$ cat config.mk
export PLATFORM = sky130hd
export DESIGN_NAME = frac_uart_tx
export DESIGN_NICKNAME = d
export VERILOG_FILES = /design/src/rtl/ftx_pkg.sv /design/src/rtl/ftx_baud.sv /design/src/rtl/ftx_seq.sv /design/src/rtl/ftx_line.sv /design/src/rtl/frac_uart_tx.sv
export SDC_FILE = /design/constraint.sdc
export NUM_CORES = 1
export LEC_CHECK = 0
export ABC_AREA = 1
export BUFFER_PORTS_ARGS = -buffer_cell sky130_fd_sc_hd__buf_2
export CAP_MARGIN = 20
export CORE_MARGIN = 8
export CORE_UTILIZATION = 30
export CTS_CLUSTER_DIAMETER = 30
export DETAILED_ROUTE_END_ITERATION = 10
export PLACE_DENSITY = 0.51
export SLEW_MARGIN = 40
export SYNTH_ARGS = -nofsm -noshare
export SYNTH_HDL_FRONTEND = slang
export SYNTH_HIERARCHICAL = 1
export SYNTH_SLANG_ARGS = --single-unit
$ cat constraint.sdc
create_clock -name clk -period 4.7 [get_ports clk]
set_input_delay 0.47 -clock clk [delete_from_list [all_inputs] [get_ports clk]]
set_output_delay 0.47 -clock clk [all_outputs]
set_load 0.005 [all_outputs]
$ cat src/rtl/ftx_pkg.sv
package ftx_pkg;

   localparam int unsigned FTX_DATA_W = 8;

   typedef enum logic [3:0] {
      ST_IDLE  = 4'd0,
      ST_START = 4'd1,
      ST_D0    = 4'd2,
      ST_D1    = 4'd3,
      ST_D2    = 4'd4,
      ST_D3    = 4'd5,
      ST_D4    = 4'd6,
      ST_D5    = 4'd7,
      ST_D6    = 4'd8,
      ST_D7    = 4'd9,
      ST_PAR   = 4'd10,
      ST_STOP1 = 4'd11,
      ST_STOP2 = 4'd12,
      ST_BRK   = 4'd13,
      ST_GAP   = 4'd14
   } ftx_state_e;

   typedef enum logic [1:0] {
      STOP_DEF  = 2'd0,
      STOP_ONE  = 2'd1,
      STOP_HALF = 2'd2,
      STOP_TWO  = 2'd3
   } ftx_stop_e;

endpackage

$ cat src/rtl/ftx_baud.sv
// Bit-time generator: one period is loaded per bit time begun, and the
// fraction is spread by a carry accumulator.
module ftx_baud #(
   parameter int unsigned DIV_INT_W  = 20,
   parameter int unsigned DIV_FRAC_W = 4
) (
   input  logic                  clk,
   input  logic                  rst_n,
   input  logic                  load,
   input  logic                  run,
   input  logic                  half_sel,
   input  logic [DIV_INT_W-1:0]  div_int,
   input  logic [DIV_FRAC_W-1:0] div_frac,
   output logic                  bit_end
);

   localparam int unsigned PW = DIV_INT_W + 1;
   localparam logic [DIV_INT_W-1:0] MIN_INT = DIV_INT_W'(2);

   logic [DIV_FRAC_W-1:0] acc_q;
   logic [DIV_FRAC_W:0]   sum;
   logic [DIV_INT_W-1:0]  eff_int;
   logic [PW-1:0]         per_q;
   logic [PW-1:0]         cnt_q;
   logic [PW-1:0]         lim;

   assign sum     = {1'b0, acc_q} + {1'b0, div_frac};
   assign eff_int = (div_int < MIN_INT) ? MIN_INT : div_int;
   assign lim     = half_sel ? (per_q >> 1) : per_q;
   assign bit_end = run && (cnt_q == lim - PW'(1));

   always_ff @(posedge clk or negedge rst_n) begin
      if (!rst_n) begin
         acc_q <= '0;
         per_q <= PW'(2);
         cnt_q <= '0;
      end else if (load) begin
         acc_q <= sum[DIV_FRAC_W-1:0];
         per_q <= {1'b0, eff_int} + PW'(sum[DIV_FRAC_W]);
         cnt_q <= '0;
      end else if (run) begin
         cnt_q <= bit_end ? '0 : cnt_q + PW'(1);
      end
   end

endmodule

$ cat src/rtl/ftx_seq.sv
// Frame sequencer: walks start, data, parity and stop states, then the
// break and gap phases once the queue is empty.
module ftx_seq
   import ftx_pkg::*;
#(
   parameter int unsigned BRK_W  = 8,
   parameter int unsigned IDLE_W = 10
) (
   input  logic              clk,
   input  logic              rst_n,
   input  logic              in_valid,
   input  logic [1:0]        cfg_len,
   input  logic              cfg_par_en,
   input  logic [1:0]        cfg_stop,
   input  logic              cfg_brk_en,
   input  logic [BRK_W-1:0]  cfg_brk_len,
   input  logic [IDLE_W-1:0] cfg_idle_len,
   input  logic              bit_end,
   output ftx_state_e        state_q,
   output logic              accept,
   output logic              load,
   output logic              half_sel,
   output logic              tx_done,
   output logic              brk_done,
   output logic              idle_done
);

   localparam int unsigned CNT_W = (BRK_W > IDLE_W) ? BRK_W : IDLE_W;

   ftx_state_e       state_d;
   ftx_state_e       last_data;
   ftx_state_e       drain_st;
   logic [CNT_W-1:0] cnt_q, cnt_d;
   logic [CNT_W-1:0] brk_last, gap_last;
   logic             drain_tx, drain_idle;
   logic             tx_p, brk_p, idle_p;
   logic             brk_on, gap_on;

   assign accept    = in_valid && (state_q == ST_IDLE);
   assign last_data = ftx_state_e'(4'(ST_D0) + {2'b00, cfg_len} + 4'd4);
   assign brk_on    = cfg_brk_en && (cfg_brk_len != '0);
   assign gap_on    = (cfg_idle_len != '0);
   assign brk_last  = CNT_W'(cfg_brk_len) - CNT_W'(1);
   assign gap_last  = CNT_W'(cfg_idle_len) - CNT_W'(1);
   assign half_sel  = (state_q == ST_STOP2) && (cfg_stop == STOP_HALF);

   // Where the line goes after the final stop bit
   always_comb begin
      drain_tx   = 1'b1;
      drain_idle = 1'b0;
      if (in_valid) begin
         drain_st = ST_IDLE;
         drain_tx = 1'b0;
      end else if (brk_on) begin
         drain_st = ST_BRK;
      end else if (gap_on) begin
         drain_st = ST_GAP;
      end else begin
         drain_st   = ST_IDLE;
         drain_idle = 1'b1;
      end
   end

   always_comb begin
      state_d = state_q;
      cnt_d   = cnt_q;
      tx_p    = 1'b0;
      brk_p   = 1'b0;
      idle_p  = 1'b0;
      unique case (state_q)
         ST_IDLE: begin
            if (in_valid) state_d = ST_START;
         end
         ST_START: begin
            if (bit_end) state_d = ST_D0;
         end
         ST_PAR: begin
            if (bit_end) state_d = ST_STOP1;
         end
         ST_STOP1: begin
            if (bit_end) begin
               if (cfg_stop == STOP_HALF || cfg_stop == STOP_TWO) begin
                  state_d = ST_STOP2;
               end else begin
                  state_d = drain_st;
                  tx_p    = drain_tx;
                  idle_p  = drain_idle;
                  cnt_d   = '0;
               end
            end
         end
         ST_STOP2: begin
            if (bit_end) begin
               state_d = drain_st;
               tx_p    = drain_tx;
               idle_p  = drain_idle;
               cnt_d   = '0;
            end
         end
         ST_BRK: begin
            if (bit_end) begin
               if (cnt_q == brk_last) begin
                  brk_p = 1'b1;
                  cnt_d = '0;
                  if (gap_on) begin
                     state_d = ST_GAP;
                  end else begin
                     state_d = ST_IDLE;
                     idle_p  = 1'b1;
                  end
               end else begin
                  cnt_d = cnt_q + CNT_W'(1);
               end
            end
         end
         ST_GAP: begin
            if (bit_end) begin
               if (cnt_q == gap_last) begin
                  state_d = ST_IDLE;
                  idle_p  = 1'b1;
                  cnt_d   = '0;
               end else begin
                  cnt_d = cnt_q + CNT_W'(1);
               end
            end
         end
         default: begin
            if (bit_end) begin
               if (state_q == last_data) begin
                  state_d = cfg_par_en ? ST_PAR : ST_STOP1;
               end else begin
                  state_d = ftx_state_e'(4'(state_q) + 4'd1);
               end
            end
         end
      endcase
   end

   assign load = (state_d != ST_IDLE) && (accept || bit_end);

   always_ff @(posedge clk or negedge rst_n) begin
      if (!rst_n) begin
         state_q   <= ST_IDLE;
         cnt_q     <= '0;
         tx_done   <= 1'b0;
         brk_done  <= 1'b0;
         idle_done <= 1'b0;
      end else begin
         state_q   <= state_d;
         cnt_q     <= cnt_d;
         tx_done   <= tx_p;
         brk_done  <= brk_p;
         idle_done <= idle_p;
      end
   end

endmodule

$ cat src/rtl/ftx_line.sv
// Line driver: captures the byte and its parity, then picks the level
// for the current state.
module ftx_line
   import ftx_pkg::*;
#(
   parameter int unsigned DATA_W = FTX_DATA_W
) (
   input  logic              clk,
   input  logic              rst_n,
   input  logic              accept,
   input  logic [DATA_W-1:0] in_data,
   input  logic [1:0]        cfg_len,
   input  logic              cfg_par_odd,
   input  logic              cfg_inv,
   input  ftx_state_e        state,
   output logic              txd
);

   logic [DATA_W-1:0] mask;
   logic [DATA_W-1:0] data_q;
   logic              par_q;
   logic              par_calc;
   logic              raw;
   logic [3:0]        idx;

   for (genvar g = 0; g < DATA_W; g++) begin : g_mask
      assign mask[g] = (4'(g) < (4'd5 + {2'b00, cfg_len}));
   end

   assign par_calc = (^(in_data & mask)) ^ cfg_par_odd;
   assign idx      = 4'(state) - 4'(ST_D0);

   always_ff @(posedge clk or negedge rst_n) begin
      if (!rst_n) begin
         data_q <= '0;
         par_q  <= 1'b0;
      end else if (accept) begin
         data_q <= in_data;
         par_q  <= par_calc;
      end
   end

   always_comb begin
      unique case (state)
         ST_START, ST_BRK: raw = 1'b0;
         ST_PAR:           raw = par_q;
         ST_D0, ST_D1, ST_D2, ST_D3,
         ST_D4, ST_D5, ST_D6, ST_D7: raw = data_q[idx[2:0]];
         default:          raw = 1'b1;
      endcase
   end

   assign txd = raw ^ cfg_inv;

endmodule

$ cat src/rtl/frac_uart_tx.sv
module frac_uart_tx
   import ftx_pkg::*;
#(
   parameter int unsigned DIV_INT_W  = 20,
   parameter int unsigned DIV_FRAC_W = 4,
   parameter int unsigned BRK_W      = 8,
   parameter int unsigned IDLE_W     = 10
) (
   input  logic                  clk,
   input  logic                  rst_n,
   input  logic [DIV_INT_W-1:0]  cfg_div_int,
   input  logic [DIV_FRAC_W-1:0] cfg_div_frac,
   input  logic [1:0]            cfg_len,
   input  logic                  cfg_par_en,
   input  logic                  cfg_par_odd,
   input  logic [1:0]            cfg_stop,
   input  logic                  cfg_brk_en,
   input  logic [BRK_W-1:0]      cfg_brk_len,
   input  logic [IDLE_W-1:0]     cfg_idle_len,
   input  logic                  cfg_inv,
   input  logic                  in_valid,
   output logic                  in_ready,
   input  logic [7:0]            in_data,
   output logic                  txd,
   output logic [3:0]            state_code,
   output logic                  tx_done,
   output logic                  brk_done,
   output logic                  idle_done
);

   if (DIV_INT_W < 2) begin : g_bad_int
      $error("DIV_INT_W must be at least 2");
   end
   if (DIV_FRAC_W < 1 || DIV_FRAC_W > 8) begin : g_bad_frac
      $error("DIV_FRAC_W must be 1 to 8");
   end
   if (BRK_W < 1 || IDLE_W < 1) begin : g_bad_len
      $error("BRK_W and IDLE_W must be nonzero");
   end

   ftx_state_e state;
   logic       accept;
   logic       load;
   logic       half_sel;
   logic       bit_end;

   ftx_baud #(
      .DIV_INT_W  (DIV_INT_W),
      .DIV_FRAC_W (DIV_FRAC_W)
   ) i_baud (
      .clk      (clk),
      .rst_n    (rst_n),
      .load     (load),
      .run      (state != ST_IDLE),
      .half_sel (half_sel),
      .div_int  (cfg_div_int),
      .div_frac (cfg_div_frac),
      .bit_end  (bit_end)
   );

   ftx_seq #(
      .BRK_W  (BRK_W),
      .IDLE_W (IDLE_W)
   ) i_seq (
      .clk          (clk),
      .rst_n        (rst_n),
      .in_valid     (in_valid),
      .cfg_len      (cfg_len),
      .cfg_par_en   (cfg_par_en),
      .cfg_stop     (cfg_stop),
      .cfg_brk_en   (cfg_brk_en),
      .cfg_brk_len  (cfg_brk_len),
      .cfg_idle_len (cfg_idle_len),
      .bit_end      (bit_end),
      .state_q      (state),
      .accept       (accept),
      .load         (load),
      .half_sel     (half_sel),
      .tx_done      (tx_done),
      .brk_done     (brk_done),
      .idle_done    (idle_done)
   );

   ftx_line #(
      .DATA_W (FTX_DATA_W)
   ) i_line (
      .clk         (clk),
      .rst_n       (rst_n),
      .accept      (accept),
      .in_data     (in_data),
      .cfg_len     (cfg_len),
      .cfg_par_odd (cfg_par_odd),
      .cfg_inv     (cfg_inv),
      .state       (state),
      .txd         (txd)
   );

   assign in_ready   = (state == ST_IDLE);
   assign state_code = 4'(state);

endmodule

# Yosys cells after proc, flatten, opt, wreduce, memory -nomap -nowiden
# Index checks and enable logic that the tools add are counted.
[word_totals]
register_bits = 72
output_inout_bits = 9
[classes]
add_sub_neg = 12
order_cmp = 10
n_eq_ne = 25
muxes = 52
bitwise_logic = 3
n_reduce_logical = 18
[op_table]
columns = ["cell", "n"]
rows = [
  ["21-bit two-way mux", 4],
  ["10-bit two-way mux", 7],
  ["4-bit two-way mux", 15],
  ["10-bit one-hot mux with 4 select lines", 1],
  ["4-bit equality test, second input constant", 7],
  ["4-bit one-hot mux with 7 select lines", 1],
  ["20-bit by 1-bit adder with 21-bit output", 1],
  ["21-bit by 1-bit adder with 21-bit output, second input constant", 1],
  ["21-bit equality test", 1],
  ["21-bit by 1-bit subtractor with 21-bit output, second input constant", 1],
  ["10-bit equality test", 2],
  ["20-bit by 2-bit less-than comparator with 1-bit output, second input constant", 1],
  ["20-bit two-way mux", 1],
  ["1-bit two-way mux", 19],
  ["4-bit by 3-bit equality test with 1-bit output, second input constant", 4],
  ["3-bit by 4-bit less-than comparator with 1-bit output, first input constant", 4],
  ["4-bit nonzero test", 3],
  ["10-bit by 1-bit adder with 10-bit output, second input constant", 1],
  ["2-bit != test, second input constant", 5],
  ["10-bit nonzero test", 1],
  ["10-bit by 1-bit subtractor with 10-bit output, second input constant", 1],
  ["8-bit by 1-bit subtractor with 9-bit output, second input constant", 1],
  ["8-bit AND", 1],
  ["4-bit by 2-bit equality test with 1-bit output, second input constant", 2],
  ["other kinds (26)", 35],
]

# Depth between registers and ports, before layout
# Gate-level depths: netlist of run 1.
[depth]
ltp_word = 11
mapped_depth = 40
depth_no_buf = 39

# Modules after synthesis
# The synthesis of run 1 kept the hierarchy.
[modules_own_cells]
columns = ["mod", "instances", "cells_per_inst", "area_each_um2"]
rows = [
  ["ftx_baud", 1, 744, 4391.7],
  ["ftx_seq", 1, 374, 2200.9],
  ["ftx_line", 1, 109, 671.9],
  ["frac_uart_tx", 1, 9, 35.0],
]

# Worst setup path after synthesis of run 1
# No wires, ideal clock.
[synth_path]
path_kind = "reg-to-reg"
startpoint = "register i_seq.state_q[0]"
endpoint = "register i_baud.cnt_q[20]"
setup_ps = 66
arrival_ps = 4874
setup_slack_ps = -239
path_stages_with_launch = 35
synth_period_minus_slack_ps = 4939
path_cell_list = "dfrtp_1 inv_1 ha_1 nand2_2 nor3_1 buf_6 o21ai_0 inv_1 ha_1 nand3_1 nor2_2 nand3_2 nor2_4 nand2_1 nand2_1 nand2_1 nor2_1 nand2_1 nor2_1 nand4_1 inv_1 clkbuf_1 nand2_1 xor2_1 and3_1 nor2_1 nand2_1 nor2_1 nor2_1 nor2_1 inv_1 clkbuf_1 nor2_1 nand2_1 nand2_1"
[synth_via]
elab_chain_len = 11
elab_cells_between_ends = 35
classes_between = "add/sub: 2; eq/ne: 8; mux: 16; reduce/logical: 9"
[synth_rtl]
columns = ["element", "line_no", "source"]
rows = [
  ["from (decl)", "ftx_seq.sv:19", "output ftx_state_e state_q,"],
  ["from (signal assigned)", "ftx_seq.sv:149", "state_q <= state_d;"],
  ["4-bit equality test *", "ftx_seq.sv:45", "assign half_sel = (state_q == ST_STOP2) && (cfg_stop == STOP_HALF);"],
  ["1-bit logical AND *", "ftx_seq.sv:45", ""],
  ["named net half_sel", "frac_uart_tx.sv:44", "logic half_sel;"],
  ["21-bit two-way mux *", "ftx_baud.sv:29", "assign lim = half_sel ? (per_q >> 1) : per_q;"],
  ["21-bit by 1-bit subtractor with 21-bit output *", "ftx_baud.sv:30", "assign bit_end = run && (cnt_q == lim - PW'(1));"],
  ["21-bit equality test *", "ftx_baud.sv:30", ""],
  ["1-bit logical AND *", "ftx_baud.sv:30", ""],
  ["named net bit_end", "frac_uart_tx.sv:45", "logic bit_end;"],
  ["4-bit two-way mux, or another cell as far along", "ftx_seq.sv:128", "if (bit_end) begin"],
  ["4-bit one-hot mux with 7 select lines", "ftx_seq.sv:70", "unique case (state_q)"],
  ["4-bit nonzero test", "ftx_seq.sv:139", "assign load = (state_d != ST_IDLE) && (accept || bit_end);"],
  ["1-bit logical AND *", "ftx_seq.sv:139", ""],
  ["named net load", "frac_uart_tx.sv:43", "logic load;"],
  ["21-bit two-way mux / 2-bit nonzero test (equally long branches)", "--", ""],
  ["to (signal assigned)", "ftx_baud.sv:42", "cnt_q <= bit_end ? '0 : cnt_q + PW'(1);"],
  ["to (decl)", "ftx_baud.sv:24", "logic [PW-1:0] cnt_q;"],
]
# The timed path passes the listed nets; every way through them passes the cells marked *. The select of a mux whose other input is x is not followed.
# A chain may end at the register's enable or synchronous reset.

# Worst setup path in the final report of run 1
[layout_path]
startpoint = "register i_seq.state_q[1]"
endpoint = "register i_baud.acc_q[2]"
[layout_via]
elab_chain_len = 10
elab_cells_between_ends = 31
classes_between = "add/sub: 2; eq/ne: 8; mux: 13; reduce/logical: 8"
[layout_rtl]
columns = ["element", "line_no", "source"]
rows = [
  ["4-bit equality test *", "ftx_seq.sv:45", ""],
  ["1-bit logical AND *", "ftx_seq.sv:45", ""],
  ["named net half_sel", "frac_uart_tx.sv:44", ""],
  ["21-bit two-way mux *", "ftx_baud.sv:29", ""],
  ["21-bit by 1-bit subtractor with 21-bit output *", "ftx_baud.sv:30", ""],
  ["21-bit equality test *", "ftx_baud.sv:30", ""],
  ["1-bit logical AND *", "ftx_baud.sv:30", ""],
  ["named net bit_end", "frac_uart_tx.sv:45", ""],
  ["4-bit two-way mux, or another cell as far along", "ftx_seq.sv:128", ""],
  ["4-bit one-hot mux with 7 select lines", "ftx_seq.sv:70", ""],
  ["4-bit nonzero test", "ftx_seq.sv:139", ""],
  ["1-bit logical AND *", "ftx_seq.sv:139", ""],
  ["named net load", "frac_uart_tx.sv:43", ""],
  ["to (signal assigned)", "ftx_baud.sv:38", "acc_q <= sum[DIV_FRAC_W-1:0];"],
  ["to (decl)", "ftx_baud.sv:20", "logic [DIV_FRAC_W-1:0] acc_q;"],
]
# The timed path passes the listed nets; every way through them passes the cells marked *.

==> out/results.txt, run 1 <==
Layout cells sized above 1: 0.199
Ys flop type: dfrtp_1
RSZ-0062 raised after global routing: yes
Synth async-reset ratio: 1.00
GRT Overall Usage: 0.143
Fmax: 227 MHz
Worst EP arrival: 4.70 ns
Initial antenna violation count: 0
Final net count: 1,422
Fillers: 2,709
Core Area: 24,100 sq um
Initial Util: 0.303
Critical path class: flop to flop
DP Area: 8240 sq um
CP dominant cell by count: nand2_1
Initial drt markers: 398
Yosys reg bits: 72
Design area: 8970 sq um
CP Capture Type: flop
Register area share after synthesis: 0.247
Worst Path Buf+Inv: 8
Mean post-synth cell area: 5.91 sq um
Leakage power: 0.00466 uW
H-tree levels: 3
TritonCTS Buffers: 9
ANT cells: 0
Final setup viols: 0
Crit path max-delay family: simple AND/OR/NAND/NOR gates
Clk_lat worst skew: 0.34 ns
Max-slew violations: 0
Cell accounting for the most synthesized area: dfrtp_1
Max cap viols: 0
Die Ht: 172 um
Slew @ Worst Pin: 0.719 ns
Global route overflow: 0
Min Clock Period, post-route: 4.41 ns
Vias in the first global route: 7,288
First-pass GRT wire length: 34.5 mm
Die Wd: 172 um
Port bufs: 69
DRC violations left: 0
Synth unique cells: 50
Count leader, synth: nand2_1
PwrDens: 483 nW/um^2
Post-Synthesis Cells: 1,236
Via-per-instance ratio: 4.60
# clock sinks: 72
Slowest stage delay, CP: 0.39 ns
Largest net degree at the start of global routing: 43
Number of flops mapped to enable cells by yosys: 0
Hold WC Path Type: primary input to asynchronous set/reset pin
Max VDD drop: 220 uV
Place WS: -0.00718 ns
Gp weighted congestion: 0.898
Clk slew on worst S/H paths: 0.06 ns
Layout Skew: 0.00512 ns
Post-DRT Antenna Nets: 0
Mapped cell area: 7300 sq um
Synth cell count leaders: nand2_1, inv_1, nor2_1, nand3_1, dfrtp_1
Critical path peak fanout: 8
Final Hold Fails: 0
Yosys top cell area share: 0.243
Period Utilization, post-route: 0.939
CTS tree: done
Rel. slew slack: 0.519
Syn. warnings: 6
R2R Setup Slk: 0.29 ns
Top Ports: 70
CP Data Required Time: 4.98 ns
Status: complete, no violations
WL/cell: 12.7 um
Crit-path slowest cell: dfrtp_1
Worst Hold Margin: 0.0760 ns
Die ar.: 29,600 sq um
Root Buffer: clkbuf_16
Area delta synth->final: 22.9%
Drt total wl: 21.2 mm
Max Root-Sink Buffers: 2
Drt first pass iters: 5
Core Rows: 57
Worst Setup Start Kind: flop
Synth top area cells: dfrtp_1, nand2_1, inv_1
Vias: 7,695
Dpl hpwl: 16.8 mm
Fin Setup TNS: 0 ns
Mapped Nets: 1,313
Worst setup margin: 0.285 ns
-- flip-flops by register name, summed over array words and instances (netlist names) --
register,cells
i_baud/cnt_q,21
i_seq/cnt_q,10
i_seq/idle_done,1
i_seq/brk_done,1
i_seq/state_q,4
i_baud/acc_q,4
i_baud/per_q,21
i_seq/tx_done,1
i_line/par_q,1
i_line/data_q,8
-- stage by stage --
| stage | util | total power [uW] | instances |
|---|---|---|---|
| after detailed placement | 0.342 | 3390 | 1644 |
| final | 0.372 | 4330 | 1674 |
| after global placement | 0.342 | 3380 | 1644 |
| after global routing | 0.372 | 4770 | 1674 |
| after CTS | 0.355 | 4130 | 1661 |
| after floorplan | - | 2660 | 1236 |
-- layout by cell type (no fill, tap or decap), types with 3 or more instances in the layout --
master / count
a21oi_1: 19
a31oi_1: 3
buf_12: 3
buf_2: 69
buf_4: 38
buf_6: 7
clkbuf_16: 10
clkinv_2: 4
dfrtp_1: 70
ha_1: 13
inv_1: 164
inv_2: 17
nand2_1: 432
nand2_2: 35
nand2_4: 3
nand3_1: 93
nand3_2: 7
nand3_4: 3
nand4_1: 14
nor2_1: 117
nor2_2: 18
nor2_4: 20
nor3_1: 11
nor4_1: 11
o211ai_1: 4
o21ai_0: 44
o21ai_1: 24
o21ai_2: 10
xnor2_1: 10
xor2_1: 31
-- layer usage --
metal  vias to the layer above  wire (um)  track usage
li1                       4088          -            -
met1                      3467       9990        0.182
met2                       124      10300        0.249
met3                        16        748       0.0269
met4                         0        182       0.0274
met5                         -          0            0
-- final timing paths --
| kind | from | end | depth (start not counted) |
|---|---|---|---|
| max | i_seq/state_q[1] | i_baud/acc_q[2] | 35 |
| min | rst_n | i_baud/cnt_q[20] | 1 |
| max reg2reg | i_seq/state_q[1] | i_baud/acc_q[2] | 35 |
| min reg2reg | i_line/data_q[7] | i_line/data_q[7] | 2 |
| max in group asynchronous | rst_n | i_seq/state_q[0] | 2 |
| min in group clk | in_data[7] | i_line/data_q[7] | 3 |
-- worst reg2reg max path, delay by kind of cell, from the launching register on --
kind / cells / cell delay (ns)
AND/OR/NAND/NOR: 22 / 2.21
buffers and inverters: 8 / 1.11
flip-flops: 1 / 0.39
AO/OA/AOI/OAI: 3 / 0.33
adder cells (fa/ha/maj): 2 / 0.30
-- cells by family after synthesis --
logic type | after synthesis | synth area share
simple gates | 775 | 0.464
buf+inv | 208 | 0.116
compound gates | 123 | 0.0931
flops | 72 | 0.247
xor+xnor | 42 | 0.0514
fa+ha+maj | 16 | 0.0285
-- power by group --
group / leakage (uW) / switching [uW] / internal (uW)
Clock: 0.000150 / 261 / 438
Sequential: 0.000889 / 203 / 838
Combinational: 0.00362 / 1590 / 999
-- area by class of cell --
type | count | area, sq um | area share
flip-flops and latches | 72 | 1800 | 0.201
clock inverters | 3 | 40.0 | 0.00446
inverters | 186 | 709 | 0.0791
repair buffers | 120 | 837 | 0.0933
multi-input cells | 956 | 4920 | 0.548
well taps | 324 | 405 | 0.0452
clock buffers | 13 | 260 | 0.0290
-- timing repair --
action                     CTS  global route
hold buffers                 0             0
cloned                       0             3
resized for setup            1            94
setup buffers                1            10
pin swaps                    1            43
setup endpoints to repair    1            46
(Power assumes the default switching activity.)
==> run 2: changes to the inputs <==
--- a/config.mk
+++ b/config.mk
@@ -16,5 +16,4 @@
 export SLEW_MARGIN = 40
 export SYNTH_ARGS = -nofsm -noshare
 export SYNTH_HDL_FRONTEND = slang
-export SYNTH_HIERARCHICAL = 1
 export SYNTH_SLANG_ARGS = --single-unit
==> run 2 against run 1 <==
Compared with the run above: register-to-register slack gained 0.24 ns; cell area shrank 10%; count of clock-buffer cells in the layout shrank 1; die area shrank 3.8%; sequential cell count is the same; sequential power shrank 13%; final cell count shrank 12%; wire length shrank 2.2%; clock skew grew 0.0013 ns; first-iteration DRC count shrank 13%; utilization shrank 2.5 points; critical endpoint is now i_baud.per_q[20]; highest routed layer unchanged.
==> out/results.txt, run 2 <==
Slew @ Worst Pin: 0.735 ns (was 0.719 ns)
Final setup viols: 0 (unchanged)
Place WS: 0.360 ns (was -0.00718 ns)
Critical R2R Capture: i_baud.per_q[20] (was i_baud/acc_q[2])
Hold WC Path Type: primary input to asynchronous set/reset pin (unchanged)
Register area share after synthesis: 0.258 (was 0.247)
Core Rows: 56 (was 57)
H-tree levels: 3 (unchanged)
Worst EP arrival: 4.41 ns (was 4.70 ns)
Leakage power: 0.00396 uW (was 0.00466 uW)
DRC violations left: 0 (unchanged)
Yosys reg bits: 72 (unchanged)
Synth cell count leaders: nand2_1, inv_1, nor2_1, nand3_1, dfrtp_1 (unchanged)
Root Buffer: clkbuf_16 (unchanged)
Sw Pwr: 1790 uW (was 2060 uW)
Drt first pass iters: 5 (unchanged)
Die Wd: 169 um (was 172 um)
ANT cells: 0 (unchanged)
Mapped cell area: 6990 sq um (was 7300 sq um)
Final Hold Fails: 0 (unchanged)
R2R Setup Slk: 0.53 ns (was 0.29 ns)
First-pass GRT wire length: 33.9 mm (was 34.5 mm)
Worst Hold Margin: 0.149 ns (was 0.0760 ns)
Ys flop type: dfrtp_1 (unchanged)
Clk_lat worst skew: 0.34 ns (about the same)
Gp weighted congestion: 0.854 (was 0.898)
TritonCTS Buffers: 9 (unchanged)
Port bufs: 69 (unchanged)
Mapped Nets: 1,164 (was 1,313)
Area delta synth->final: 15.3% (was 22.9%)
Fin Setup TNS: 0 ns (unchanged)
R2R depth: 26 (was 35)
Layout cells sized above 1: 0.122 (was 0.199)
Top Ports: 70 (unchanged)
RR Startpoint: i_seq.state_q[0] (was i_seq/state_q[1])
Drt total wl: 20.8 mm (was 21.2 mm)
Fmax: 240 MHz (was 227 MHz)
Most frequent cells in the layout: nand2_1, inv_1, nor2_1, nand3_1, dfrtp_1 (unchanged)
Final net count: 1,236 (was 1,422)
Cell accounting for the most synthesized area: dfrtp_1 (unchanged)
Post-Place Cells: 1,461 (was 1,644)
CP Capture Type: flop (unchanged)
Rel. slew slack: 0.509 (was 0.519)
CP Data Required Time: 4.93 ns (was 4.98 ns)
Number of flops mapped to enable cells by yosys: 0 (unchanged)
Die ar.: 28,500 sq um (was 29,600 sq um)
Regs by FF count: i_baud.cnt_q (21), i_baud.per_q (21), i_seq.cnt_q (10) (was i_baud/cnt_q (21), i_baud/per_q (21), i_seq/cnt_q (10))
P_int: 2000 uW (was 2280 uW)
Die Ht: 169 um (was 172 um)
Vias: 7,015 (was 7,695)
Worst Setup Start Kind: flop (unchanged)
RSZ-0062 raised after global routing: no (was yes)
PwrDens: 470 nW/um^2 (was 483 nW/um^2)
Initial Util: 0.302 (was 0.303)
Max-slew violations: 0 (unchanged)
Global route overflow: 0 (unchanged)
Post-DRT Antenna Nets: 0 (unchanged)
Core Area: 23,200 sq um (was 24,100 sq um)
Yosys top cell area share: 0.254 (was 0.243)
Initial drt markers: 346 (was 398)
Max Root-Sink Buffers: 2 (unchanged)
Status: complete, no violations (unchanged)
Synth top area cells: dfrtp_1, nand2_1, inv_1 (unchanged)
# clock sinks: 72 (unchanged)
Power share of the sequential group: 0.237 (was 0.240)
Critical path class: flop to flop (unchanged)
Max VDD drop: 263 uV (was 220 uV)
Post-Synthesis Cells: 1,084 (was 1,236)
Vias in the first global route: 6,863 (was 7,288)
WL/cell: 14.0 um (was 12.7 um)
Share of power burned in the clock network: 0.200 (was 0.162)
Mean post-synth cell area: 6.45 sq um (was 5.91 sq um)
Synth async-reset ratio: 1.00 (unchanged)
Fin cells: 1,479 (was 1,674)
Period Utilization, post-route: 0.888 (was 0.939)
Synth unique cells: 51 (was 50)
Max cap viols: 0 (unchanged)
Power share of the combinational group: 0.562 (was 0.598)
Layout Skew: 0.00645 ns (was 0.00512 ns)
Largest net degree at the start of global routing: 73 (was 43)
GRT Overall Usage: 0.146 (was 0.143)
Critical path peak fanout: 17 (was 8)
Most common cell after layout, fill and taps aside: nand2_1 (unchanged)
Count leader, synth: nand2_1 (unchanged)
Worst setup margin: 0.527 ns (was 0.285 ns)
Via-per-instance ratio: 4.74 (was 4.60)
Min Clock Period, post-route: 4.17 ns (was 4.41 ns)
Clk slew on worst S/H paths: 0.06 ns (about the same)
Syn. warnings: 0 (was 6)
Initial antenna violation count: 0 (unchanged)
CTS tree: done (unchanged)
Sw frac: 0.473 (was 0.475)
Dpl hpwl: 16.4 mm (was 16.8 mm)
-- run 2: area by class of cell --
class | instances | area, sq um
Timing Repair Buffer | 80 | 447
Clock inverter | 3 | 65.1
Tap cell | 319 | 399
Sequential cell | 72 | 1800
Fill cell | 2595 | 15100
Inverter | 152 | 571
Multi-Input combinational cell | 841 | 4520
Clock buffer | 12 | 256
-- run 2: worst max-delay path by stage --
stage / from / end / slack [ns] / depth (start not counted)
6_report: i_seq.state_q[0] / i_baud.per_q[20] / 0.53 / 26
5_1_grt: i_seq.state_q[0] / i_seq.cnt_q[7] / 0.04 / 25
4_1_cts: i_seq.state_q[0] / i_baud.per_q[12] / 0.30 / 26
3_3_place_gp: i_seq.state_q[1] / i_baud.acc_q[1] / 0.43 / 27
3_5_place_dp: i_seq.state_q[0] / i_baud.per_q[12] / 0.36 / 26
2_1_floorplan: i_seq.state_q[0] / i_baud.per_q[0] / 0.78 / 29
-- run 2: cells by family after synthesis --
group	Yosys count	synth area share
AOI/OAI and AO/OA	93	0.0846
xor gates and xnor gates	82	0.103
adders and majority gates	19	0.0351
buffers and inverters	172	0.102
DFF	72	0.258
muxes	6	0.00966
and+or+nand+nor	640	0.408
-- run 2: what timing repair did --
item | in CTS | in global routing
hold buffers | 0 | 0
endpoints found under the setup margin | 0 | 25
buffers inserted | 0 | 2
resized for setup | 0 | 6
-- run 2: layer usage --
layer  GRT usage  vias to the layer above  part of all wire
met2       0.255                      117              0.48
li1            -                     3634                 -
met1       0.182                     3244              0.47
met3      0.0212                       20             0.033
met5           0                        -                 0
met4      0.0427                        0             0.018
-- run 2: power by group through the flow --
stage,clock (uW),combinational (uW),sequential [uW]
floorplan,0,1550,874
global placement,0,2000,913
detailed placement,0,2020,911
CTS,782,2020,902
global route,802,2420,923
finish,760,2130,900
-- run 2: per-stage QoR --
step                      instance area [sq um]   util  power [uW]
after floorplan                            6990      -        2430
after global placement                     7670  0.331        2920
after detailed placement                   7670  0.331        2930
after CTS                                  7990  0.345        3710
after global routing                       8060  0.348        4150
final                                      8060  0.348        3790
-- run 2: critical path, stage by stage (launching register included) --
cell	delay, ns
dfrtp_1	0.35
clkinv_1	0.08
ha_1	0.25
inv_1	0.13
nor2_4	0.07
nand2_1	0.11
buf_4	0.23
nand2_1	0.07
nand2_1	0.14
nand2_1	0.14
o21ai_0	0.34
nand2_1	0.09
nand2_1	0.14
nand2_1	0.07
nor2_1	0.09
nand2_1	0.09
nor2_2	0.21
nand3_4	0.24
o21bai_4	0.22
nand3_1	0.10
nor2_1	0.10
nand2_1	0.11
nor2_4	0.22
nand3_4	0.16
buf_12	0.18
nand3_1	0.08
nand2_1	0.06
==> run 3: changes to the inputs <==
--- a/config.mk
+++ b/config.mk
@@ -12,7 +12,7 @@
 export CORE_UTILIZATION = 30
 export CTS_CLUSTER_DIAMETER = 30
 export DETAILED_ROUTE_END_ITERATION = 10
-export PLACE_DENSITY = 0.51
+export PLACE_DENSITY = 0.57
 export SLEW_MARGIN = 40
 export SYNTH_ARGS = -nofsm -noshare
 export SYNTH_HDL_FRONTEND = slang
==> run 3 against run 2 <==
Compared with the run above: cell area decreased by 0.50%; non-clock buffer count rose by 6; total power decreased by 5.6%; sequential cell count unchanged.
==> out/results.txt, run 3 (same netlist as run 2, synthesis figures left out) <==
Slew @ Worst Pin: 0.717 ns (was 0.735 ns)
Power share of the combinational group: 0.568 (was 0.562)
Max VDD drop: 218 uV (was 263 uV)
CP dominant cell by count: nand2_1 (unchanged)
Initial drt markers: 503 (was 346)
Core Area: 23,200 sq um (unchanged)
RR Startpoint: i_seq.state_q[1] (was i_seq.state_q[0])
Sw frac: 0.489 (was 0.473)
Final Hold Fails: 0 (unchanged)
GRT Overall Usage: 0.144 (was 0.146)
Regs by FF count: i_baud.cnt_q (21), i_baud.per_q (21), i_seq.cnt_q (10) (unchanged)
Top Ports: 70 (unchanged)
Overall Power: 3580 uW (was 3790 uW)
Initial antenna violation count: 1 (was 0)
Sw Pwr: 1750 uW (was 1790 uW)
Gp weighted congestion: 0.893 (was 0.854)
Via-per-instance ratio: 4.69 (was 4.74)
Critical R2R Capture: i_baud.per_q[6] (was i_baud.per_q[20])
Critical path peak fanout: 18 (was 17)
Area delta synth->final: 14.7% (was 15.3%)
First-pass GRT wire length: 33.7 mm (was 33.9 mm)
Leakage power: 0.00394 uW (was 0.00396 uW)
PwrDens: 446 nW/um^2 (was 470 nW/um^2)
# clock sinks: 72 (unchanged)
Largest net degree at the start of global routing: 73 (unchanged)
Share of power burned in the clock network: 0.180 (was 0.200)
Clk slew on worst S/H paths: 0.06 ns (about the same)
Port bufs: 69 (unchanged)
Root Buffer: clkbuf_16 (unchanged)
DRC violations left: 0 (unchanged)
Final setup viols: 0 (unchanged)
WL/cell: 13.3 um (was 14.0 um)
Hold WC Path Type: primary input to asynchronous set/reset pin (unchanged)
Power share of the sequential group: 0.252 (was 0.237)
Most common cell after layout, fill and taps aside: nand2_1 (unchanged)
P_int: 1830 uW (was 2000 uW)
CP Data Required Time: 4.93 ns (about the same)
Period Utilization, post-route: 0.906 (was 0.888)
RSZ-0062 raised after global routing: no (unchanged)
Vias in the first global route: 6,995 (was 6,863)
Worst Setup Start Kind: flop (unchanged)
Drt total wl: 19.8 mm (was 20.8 mm)
Final net count: 1,241 (was 1,236)
Max-slew violations: 0 (unchanged)
Worst EP arrival: 4.49 ns (was 4.41 ns)
R2R Setup Slk: 0.44 ns (was 0.53 ns)
Layout cells sized above 1: 0.128 (was 0.122)
Fmax: 235 MHz (was 240 MHz)
Drt first pass iters: 5 (unchanged)
Crit-path slowest cell: dfrtp_1 (unchanged)
Rel. slew slack: 0.522 (was 0.509)
CP Capture Type: flop (unchanged)
Max Root-Sink Buffers: 2 (unchanged)
Clk_lat worst skew: 0.35 ns (was 0.34 ns)
CTS tree: done (unchanged)
Initial Util: 0.302 (unchanged)
TritonCTS Buffers: 9 (unchanged)
R2R depth: 28 (was 26)
Fin Setup TNS: 0 ns (unchanged)
Post-DRT Antenna Nets: 0 (unchanged)
Status: complete, no violations (unchanged)
H-tree levels: 3 (unchanged)
Max cap viols: 0 (unchanged)
Worst Hold Margin: 0.134 ns (was 0.149 ns)
Fillers: 2,505 (was 2,595)
Layout Skew: 0.00596 ns (was 0.00645 ns)
Slowest stage delay, CP: 0.37 ns (was 0.35 ns)
Vias: 6,975 (was 7,015)
Most frequent cells in the layout: nand2_1, inv_1, nor2_1, nand3_1, dfrtp_1 (unchanged)
Global route overflow: 0 (unchanged)
Die Wd: 169 um (unchanged)
Critical path class: flop to flop (unchanged)
Min Clock Period, post-route: 4.26 ns (was 4.17 ns)
Core Rows: 56 (unchanged)
Die ar.: 28,500 sq um (unchanged)
Die Ht: 169 um (unchanged)
Dpl hpwl: 15.8 mm (was 16.4 mm)
# hold bufs at CTS: 0 (unchanged)
-- run 3: changes by cell type in the layout (fill, tap and decap cells not counted), sizes merged --
| cell | before | now |
|---|---|---|
| buf | 80 | 86 |
| clkinvlp | 0 | 3 |
| bufinv | 2 | 0 |
| clkbuf | 12 | 11 |
| clkinv | 3 | 4 |
| diode | 0 | 1 |
| nand3 | 103 | 102 |
-- run 3: final cells by class --
cell class	instances	area, sq um	area share
Clock buffer	11	243	0.0303
Sequential cell	72	1800	0.225
Clock inverter	5	32.5	0.00405
Tap cell	319	399	0.0498
Multi-Input combinational cell	840	4490	0.560
Antenna cell	1	2.50	0.000312
Timing Repair Buffer	86	479	0.0597
Inverter	152	571	0.0711
-- run 3: worst max-delay path by stage --
stage	start	endpoint	slack, ns
floorplan	i_seq.state_q[0]	i_baud.per_q[0]	0.78
finish	i_seq.state_q[1]	i_baud.per_q[6]	0.44
global route	i_seq.state_q[1]	i_baud.per_q[6]	0.004
detailed placement	i_seq.state_q[1]	i_baud.per_q[5]	0.33
CTS	i_seq.state_q[1]	i_baud.per_q[5]	0.33
global placement	i_seq.state_q[1]	i_baud.per_q[15]	0.48
-- run 3: worst max-delay path, delay by kind of cell (launching register included) --
family	cells	cell delay [ns]
and+or+nand+nor	18	2.05
buffers and inverters	5	0.79
adders and majority gates	2	0.57
DFF	1	0.37
AOI/OAI and AO/OA	2	0.21
xor gates and xnor gates	1	0.15
-- run 3: power groups by stage --
stage	Combinational, uW	Sequential, uW	Clock (uW)
floorplan	1550	874	0
CTS	2020	903	662
finish	2030	902	645
detailed placement	2010	912	0
global placement	1990	911	0
global route	2330	923	686
-- run 3: per-stage QoR --
stage / worst slack [ns] / instances / util / cell area, sq um
after floorplan: 0.779 / 1084 / - / 6990
after global placement: 0.476 / 1461 / 0.331 / 7670
after detailed placement: 0.328 / 1461 / 0.331 / 7670
after CTS: 0.327 / 1477 / 0.343 / 7950
after global routing: 0.00386 / 1486 / 0.346 / 8020
final: 0.441 / 1486 / 0.346 / 8020
-- run 3: per-layer routing --
layer  vias up  wire (um)  global-route usage  share of wire
li1       3646          -                   -              -
met2       107       9560               0.247           0.48
met1      3197       9150               0.176           0.46
met3        25        605              0.0268          0.031
met5         -          0                   0              0
met4         0        496              0.0512          0.025
-- run 3: timing repair --
action | in CTS | in global routing
resized for setup | 0 | 3
buffers inserted | 0 | 8
endpoints found under the hold margin | 0 | 0
setup endpoints to repair | 0 | 26
